## src/rtl/irqwin_pkg.sv

```systemverilog
package irqwin_pkg;
  localparam int DATA_W = 32;
  localparam int ENT_W  = 64;
  localparam int B_RIRR = 14;
  localparam int B_TRIG = 15;
  localparam int B_MASK = 16;
  localparam logic [ENT_W-1:0] ENT_RST = 64'h0000_0000_0001_0000;

  typedef enum logic [2:0] {
    REG_ID,
    REG_VER,
    REG_ARB,
    REG_TBL,
    REG_BAD
  } reg_kind_e;
endpackage

```

## src/rtl/win_decode.sv

```systemverilog
module win_decode
  import irqwin_pkg::*;
#(
  parameter int NPINS = 24,
  parameter int IDX_W = 5
) (
  input  logic [7:0]       sel_i,
  output reg_kind_e        kind_o,
  output logic [IDX_W-1:0] idx_o,
  output logic             hi_o
);
  logic [7:0] off;
  logic [6:0] raw;

  always_comb begin
    off   = sel_i - 8'h10;
    raw   = off[7:1];
    hi_o  = sel_i[0];
    idx_o = raw[IDX_W-1:0];
    if (sel_i == 8'h00)                                   kind_o = REG_ID;
    else if (sel_i == 8'h01)                              kind_o = REG_VER;
    else if (sel_i == 8'h02)                              kind_o = REG_ARB;
    else if (sel_i >= 8'h10 && 32'(raw) < NPINS)          kind_o = REG_TBL;
    else                                                  kind_o = REG_BAD;
  end
endmodule

```

## src/rtl/redir_slot.sv

```systemverilog
module redir_slot
  import irqwin_pkg::*;
(
  input  logic              clk_i,
  input  logic              rst_ni,
  input  logic              wr_lo_i,
  input  logic              wr_hi_i,
  input  logic [DATA_W-1:0] wdata_i,
  input  logic              rirr_set_i,
  output logic [ENT_W-1:0]  ent_o
);
  always_ff @(posedge clk_i or negedge rst_ni) begin
    if (!rst_ni) begin
      ent_o <= ENT_RST;
    end else begin
      if (wr_hi_i) ent_o[63:32] <= wdata_i;
      if (wr_lo_i) begin
        ent_o[31:0]   <= wdata_i;
        ent_o[B_RIRR] <= 1'b0;  // low write always retires remote-IRR
      end else if (rirr_set_i) begin
        ent_o[B_RIRR] <= 1'b1;
      end
    end
  end
endmodule

```

## src/rtl/wr_effects.sv

```systemverilog
module wr_effects
  import irqwin_pkg::*;
#(
  parameter int IDX_W = 5
) (
  input  logic              clk_i,
  input  logic              rst_ni,
  input  logic              wr_ok_i,
  input  logic              hi_i,
  input  logic [IDX_W-1:0]  idx_i,
  input  logic [ENT_W-1:0]  cur_i,
  input  logic [DATA_W-1:0] wdata_i,
  input  logic              irr_bit_i,
  output logic              tbl_wr_o,
  output logic [IDX_W-1:0]  tbl_idx_o,
  output logic              mask_chg_o,
  output logic [IDX_W-1:0]  mask_pin_o,
  output logic              mask_val_o,
  output logic              svc_req_o,
  output logic [IDX_W-1:0]  svc_pin_o
);
  logic [ENT_W-1:0] nxt;

  always_comb begin
    nxt = cur_i;
    if (hi_i) nxt[63:32] = wdata_i;
    else      nxt[31:0]  = wdata_i;
  end

  always_ff @(posedge clk_i or negedge rst_ni) begin
    if (!rst_ni) begin
      tbl_wr_o   <= 1'b0;
      tbl_idx_o  <= '0;
      mask_chg_o <= 1'b0;
      mask_pin_o <= '0;
      mask_val_o <= 1'b0;
      svc_req_o  <= 1'b0;
      svc_pin_o  <= '0;
    end else begin
      tbl_wr_o   <= wr_ok_i;
      mask_chg_o <= wr_ok_i && (nxt[B_MASK] != cur_i[B_MASK]);
      svc_req_o  <= wr_ok_i && nxt[B_TRIG] && irr_bit_i;
      if (wr_ok_i) begin
        tbl_idx_o  <= idx_i;
        mask_pin_o <= idx_i;
        mask_val_o <= nxt[B_MASK];
        svc_pin_o  <= idx_i;
      end
    end
  end
endmodule

```

## src/rtl/irq_window.sv

```systemverilog
module irq_window
  import irqwin_pkg::*;
#(
  parameter int         NPINS    = 24,
  parameter logic [7:0] VER_CODE = 8'h11,
  localparam int        IDX_W    = $clog2(NPINS)
) (
  input  logic                   clk_i,
  input  logic                   rst_ni,
  input  logic                   wr_en_i,
  input  logic [7:0]             addr_i,
  input  logic [31:0]            wdata_i,
  output logic [31:0]            rdata_o,
  input  logic [NPINS-1:0]       irr_set_i,
  input  logic [NPINS-1:0]       irr_clr_i,
  input  logic [NPINS-1:0]       rirr_set_i,
  output logic [NPINS*64-1:0]    entries_o,
  output logic                   tbl_wr_o,
  output logic [IDX_W-1:0]       tbl_idx_o,
  output logic                   mask_chg_o,
  output logic [IDX_W-1:0]       mask_pin_o,
  output logic                   mask_val_o,
  output logic                   svc_req_o,
  output logic [IDX_W-1:0]       svc_pin_o
);
  localparam logic [31:0] VER_WORD = {8'h00, 8'(NPINS - 1), 8'h00, VER_CODE};

  logic [7:0]       sel_q;
  logic [3:0]       id_q;
  logic [NPINS-1:0] irr_q;
  logic [ENT_W-1:0] tbl [NPINS];
  reg_kind_e        kind;
  logic [IDX_W-1:0] idx;
  logic             hi;
  logic             at_sel, at_win, win_wr, tbl_wr_ok;
  logic [ENT_W-1:0] cur_ent;
  logic             cur_irr;

  assign at_sel    = (addr_i[7:4] == 4'h0);
  assign at_win    = (addr_i[7:4] == 4'h1);
  assign win_wr    = wr_en_i && at_win;
  assign tbl_wr_ok = win_wr && (kind == REG_TBL);

  win_decode #(.NPINS(NPINS), .IDX_W(IDX_W)) u_dec (
    .sel_i (sel_q),
    .kind_o(kind),
    .idx_o (idx),
    .hi_o  (hi)
  );

  always_ff @(posedge clk_i or negedge rst_ni) begin
    if (!rst_ni) begin
      sel_q <= 8'h00;
      id_q  <= 4'h0;
      irr_q <= '0;
    end else begin
      if (wr_en_i && at_sel)          sel_q <= wdata_i[7:0];
      if (win_wr && kind == REG_ID)   id_q  <= wdata_i[27:24];
      irr_q <= (irr_q & ~irr_clr_i) | irr_set_i;
    end
  end

  for (genvar i = 0; i < NPINS; i++) begin : g_slot
    logic sel_me;
    assign sel_me = tbl_wr_ok && (32'(idx) == i);
    redir_slot u_slot (
      .clk_i     (clk_i),
      .rst_ni    (rst_ni),
      .wr_lo_i   (sel_me && !hi),
      .wr_hi_i   (sel_me && hi),
      .wdata_i   (wdata_i),
      .rirr_set_i(rirr_set_i[i]),
      .ent_o     (tbl[i])
    );
    assign entries_o[i*ENT_W +: ENT_W] = tbl[i];
  end

  always_comb begin
    cur_ent = ENT_RST;
    cur_irr = 1'b0;
    for (int i = 0; i < NPINS; i++) begin
      if (32'(idx) == i) begin
        cur_ent = tbl[i];
        cur_irr = irr_q[i];
      end
    end
  end

  wr_effects #(.IDX_W(IDX_W)) u_fx (
    .clk_i     (clk_i),
    .rst_ni    (rst_ni),
    .wr_ok_i   (tbl_wr_ok),
    .hi_i      (hi),
    .idx_i     (idx),
    .cur_i     (cur_ent),
    .wdata_i   (wdata_i),
    .irr_bit_i (cur_irr),
    .tbl_wr_o  (tbl_wr_o),
    .tbl_idx_o (tbl_idx_o),
    .mask_chg_o(mask_chg_o),
    .mask_pin_o(mask_pin_o),
    .mask_val_o(mask_val_o),
    .svc_req_o (svc_req_o),
    .svc_pin_o (svc_pin_o)
  );

  always_comb begin
    rdata_o = 32'h0;
    if (at_sel) begin
      rdata_o = {24'h0, sel_q};
    end else if (at_win) begin
      case (kind)
        REG_ID, REG_ARB: rdata_o = {4'h0, id_q, 24'h0};
        REG_VER:         rdata_o = VER_WORD;
        REG_TBL:         rdata_o = hi ? cur_ent[63:32] : cur_ent[31:0];
        default:         rdata_o = 32'hFFFF_FFFF;
      endcase
    end
  end
endmodule

```

## config.mk

```make
export PLATFORM = sky130hd
export DESIGN_NAME = irq_window
export DESIGN_NICKNAME = d
export VERILOG_FILES = /design/src/rtl/irqwin_pkg.sv /design/src/rtl/win_decode.sv /design/src/rtl/redir_slot.sv /design/src/rtl/wr_effects.sv /design/src/rtl/irq_window.sv
export SDC_FILE = /design/constraint.sdc
export NUM_CORES = 2
export LEC_CHECK = 0
export BUFFER_PORTS_ARGS = -buffer_cell sky130_fd_sc_hd__buf_4
export CORE_AREA = 5 5 666 668
export CTS_CLUSTER_DIAMETER = 80
export DETAILED_ROUTE_END_ITERATION = 8
export DIE_AREA = 0 0 671 673
export MAX_ROUTING_LAYER = met4
export PLACE_DENSITY = 0.31
export SLEW_MARGIN = 20
export SYNTH_ARGS = -nofsm -noshare
export SYNTH_HDL_FRONTEND = slang
export SYNTH_HIERARCHICAL = 1
export SYNTH_SLANG_ARGS = --single-unit
```

## constraint.sdc

```tcl
create_clock -name clk_i -period 3.4 [get_ports clk_i]
set_input_delay 0.68 -clock clk_i [delete_from_list [all_inputs] [get_ports clk_i]]
set_output_delay 0.68 -clock clk_i [all_outputs]
set_load 0.01 [all_outputs]
```

# Word-level counts from Yosys, hierarchy flattened
# Cells that the tools add are included.
# W data, S select, Z words.
# totals
regBits	1581
out_inout_bits	1587
inputBits	115
elab_cells	331
# classes
add_sub_neg	1
n_mux	105
order_cmp	2
eq_ne	30
n_reduce_logical	110
bitwise	3
# ops
op	count
$mux W64	24
$mux W32	3
$pmux W32 S3	1
$logic_and A1 B1 Y1	80
$mux W1	72
$reduce_bool A2 Y1	24
$eq A5 B4 Y1 const B	8
$eq A5 B5 Y1 const B	8
$and A24 B24 Y24	1
$not A24 Y24	1
$or A24 B24 Y24	1
$eq A5 B3 Y1 const B	4
$mux W17	1
$mux W3	4
$eq A5 B2 Y1 const B	2
$eq A8 B1 Y1 const B	1
$eq A8 B2 Y1 const B	1
$ge A8 B5 Y1 const B	1
$logic_not A8 Y1	1
$sub A8 B5 Y8 const B	1
$lt A7 B5 Y1 const B	1
$eq A3 B2 Y1 const B	2
$eq A5 B1 Y1 const B	1
$logic_not A5 Y1	1
other kinds (7)	7

# Logic depth before layout (Yosys ltp)
# depth
word_depth	30
ltp_mapped	17
mapped_depth_nobuf	13

# By module
# Netlist, hierarchy kept.
# modules_own_cells
mod	seq_area_each_um2	area_per_inst_um2	instances	cells_per_inst
redir_slot	1602.8	2686.3	24	136
irq_window	900.9	14556.5	1	2186
wr_effects	225.2	439.2	1	33
win_decode	0.0	151.4	1	24

# Worst setup path before layout
# Ideal clock, no wire load.
# synth_timing
path_kind	register to output
from	reg sel_q[4]
to	out rdata_o[29]
arrival_time_ns	2.701
required_ns	2.720
stages_incl_launch_ff	14
path_slack_ns	0.019
n_path_buf	3
path_cell_list	dfrtp_1 > inv_1 > ha_1 > inv_1 > or3_1 > buf_2 > nor2_4 > buf_4 > buf_6 > nand2_1 > a211oi_1 > nor4_1 > o221a_2 > o31ai_1
# synth_via
elab_chain_cells	30
elab_cells_between_ends	68
cone_classes	1 x add/sub; 2 x order compare; 28 x eq/ne; 32 x mux; 5 x reduce/logical
# synth_lines
item	line	rtl
from (decl)	irq_window.sv:28	logic [7:0] sel_q;
from (signal assigned)	irq_window.sv:57	if (wr_en_i && at_sel) sel_q <= wdata_i[7:0];
$sub A8 B5 Y8 *	win_decode.sv:16	off = sel_i - 8'h10;
via idx[3]	irq_window.sv:33	logic [IDX_W-1:0] idx;
$logic_not A5 Y1	irq_window.sv:82	if (32'(idx) == i) begin
$mux W64 (24 in a row)	irq_window.sv:82	
$mux W32	irq_window.sv:115	REG_TBL: rdata_o = hi ? cur_ent[63:32] : cur_ent[31:0];
$pmux W32 S3 *	irq_window.sv:112	case (kind)
$mux W32 *	irq_window.sv:111	end else if (at_win) begin
$mux W32 *	irq_window.sv:109	if (at_sel) begin
to (decl)	irq_window.sv:13	output logic [31:0] rdata_o,
# The timed path passes the listed nets; every way through them passes the cells marked *.

# Worst setup path after layout
# layout_timing
from	reg sel_q[1]
to	out rdata_o[29]
# layout_via
elab_chain_cells	30
elab_cells_between_ends	68
cone_classes	1 x add/sub; 2 x order compare; 28 x eq/ne; 32 x mux; 5 x reduce/logical
# layout_lines
item	line	rtl
$sub A8 B5 Y8 *	win_decode.sv:16	
$logic_not A5 Y1	irq_window.sv:82	
$mux W64 (23 in a row)	irq_window.sv:82	
$mux W64 *	irq_window.sv:82	
via cur_ent[29]	irq_window.sv:36	logic [ENT_W-1:0] cur_ent;
$mux W32 *	irq_window.sv:115	
$pmux W32 S3 *	irq_window.sv:112	
$mux W32 *	irq_window.sv:111	
$mux W32 *	irq_window.sv:109	
# Marks and branches as above.

==> flow_summary.json <==
{
  "status": "complete, but fails checks",
  "grt_pass1_vias": 69576,
  "io_pins": 1702,
  "gp_congestion": 0.931,
  "grt_first_pass_wirelength_um": 857000,
  "peakVddDrop_v": 0.000512,
  "maxCapViolations": 0,
  "antenna_found_initial": 73,
  "core_area_um2": 437000,
  "vias": 68108,
  "crit_arrival_ns": 4.69,
  "hold_viol_final": 0,
  "fp.dieH_um": 673,
  "ys_warn_count": 6,
  "fin_skew_ns": 0.0685,
  "clk_latency_ns": 0.97,
  "synth_fp_nets": 5615,
  "period_share_pct": 158,
  "antenna_left": 0,
  "start_util_pct": 18.2,
  "io_buffers": 1697,
  "viasPerCell": 4.70,
  "slew_headroom_pct": 15.6,
  "report.final.slew_viol_count": 0,
  "wl_per_cell_um": 47.8,
  "fill_cells": 45037,
  "fin_nets": 8624,
  "drt_first_pass_iters": 6,
  "stdcell_area_um2": 123000,
  "postPlaceCellArea_um2": 110000,
  "dieArea_um2": 452000,
  "fin_tns_setup_ns": -578.01,
  "htreeDepth": 4,
  "multi_input_area_um2": 38000,
  "cts_tree": "built",
  "hpwlAfterDp_um": 548000,
  "chipWidth_um": 671,
  "p_leak_nw": 58.3,
  "critPathKind": "register to output pin",
  "min_path_type": "input port to register",
  "fmax_ghz": 0.186,
  "drive_above_1_share_pct": 64.3,
  "critPathCaptureType": "output pin",
  "setup_viol_count_final": 1571,
  "fin_crit_ns": 5.37,
  "fp-row-count": 243,
  "route.detailed.drc": 0,
  "path_max_fanout": 15,
  "cts_buffers": 220,
  "seqCellArea_um2": 39600,
  "clk_pin_slew_ns": 0.06,
  "syn_area_um2": 79600,
  "cts_buffer_depth": 4,
  "syn2layout_area_growth_pct": 54.3,
  "synth_cells": 5498,
  "startpoint_type": "register",
  "gr-usage-all-layers_pct": 30.1,
  "drt_iter0_drc": 6825,
  "rsz0062_at_grt": "yes",
  "cts.sinks": 1581,
  "total_power_mw": 56.7,
  "syn_area_per_cell_um2": 14.5,
  "tightest_slew_ns": 1.27,
  "setup_slack_ns": -1.97,
  "grt_overflow": 0,
  "routed_wl_um": 692000,
  "fin_util_pct": 28.1,
  "cts-root-buf": "clkbuf_16",
  "power.density_nw_per_um2": 462,
  "violations": "setup timing",
  "worstPathRequired_ns": 2.72,
  "hold_slack_ns": 0.163,
  "grt_max_degree": 112
}
-- metrics by stage --
step | setup slack, ns | instances
6_report | -1.97 | 14482
5_1_grt | -2.05 | 14468
4_1_cts | -2.11 | 14384
3_5_place_dp | -2.12 | 13804
3_3_place_gp | -2.54 | 13803
2_1_floorplan | 0.0376 | 5498
-- final cells by class --
class                           instances  area share [%]
Sequential cell                      1581            32.2
Timing Repair Buffer                 3231            24.7
Clock inverter                         93           0.870
Antenna cell                           34          0.0693
Tap cell                             5757            5.87
Inverter                               43           0.144
Clock buffer                          313            5.13
Multi-Input combinational cell       3430            31.0
-- final timing paths --
kind | from | end | slack [ns] | cells after the start
min in group asynchronous | rst_ni | g_slot[15].u_slot/ent_o[35] | 0.36 | 2
setup reg to reg | sel_q[4] | g_slot[0].u_slot/ent_o[50] | -0.57 | 20
hold / removal | irr_clr_i[13] | irr_q[13] | 0.16 | 3
hold reg to reg | id_q[0] | id_q[0] | 0.52 | 1
max in group asynchronous | rst_ni | g_slot[14].u_slot/ent_o[53] | 1.75 | 3
setup / recovery | sel_q[1] | rdata_o[29] | -1.97 | 11
-- report_power, final --
group | leakage, nW | switching [mW] | internal, mW
sequential | 21.8 | 0.117 | 18.9
clock | 3.59 | 10.5 | 13.7
combinational | 32.9 | 8.63 | 4.90
-- layer usage --
layer / up-vias / GRT usage, % / routed length (um)
met2: 3366 / 50.0 / 336000
met3: 874 / 5.28 / 40300
met1: 37123 / 35.2 / 273000
met4: 0 / 14.6 / 42800
li1: 26745 / - / -
met5: - / - / 0
-- cells in the final DEF, fill, tap and decap left out, types with 116 or more instances in the layout --
| cell type | count |
|---|---|
| buf_4 | 2606 |
| dfrtp_1 | 1554 |
| mux2_4 | 1423 |
| buf_12 | 391 |
| clkbuf_16 | 226 |
| a22oi_1 | 216 |
| nand2_1 | 174 |
| a21oi_1 | 158 |
| mux2_2 | 137 |
| nor2_1 | 125 |
| buf_6 | 119 |
| o21ai_0 | 116 |
-- sequential cells by signal, summed over array words and instances (netlist names) --
name and count:
u_fx/mask_pin_o 5, g_slot.u_slot/ent_o 1536, sel_q 8, u_fx/svc_req_o 1
irr_q 24, id_q 4, u_fx/tbl_wr_o 1, u_fx/mask_chg_o 1
u_fx/mask_val_o 1
-- timing repair --
action,in CTS,in global routing
endpoints found under the setup margin,1576,1571
setup buffers,114,83
hold buffers,71,0
cloned,3,7
pin swaps,175,176
resized for setup,484,181
endpoints found under the hold margin,76,0
-- worst max-delay path, cell delays in order, from the launching register on --
cell and delay [ns]:
dfrtp_4 0.51, buf_12 0.23, nor2b_4 0.38, buf_4 0.31, nand2_1 0.11, buf_4 0.19
o211ai_1 0.46, o221ai_4 0.33, a22oi_2 0.39, nor2_4 0.10, o31ai_4 0.49, buf_4 0.22
(Power assumes the default switching activity.)
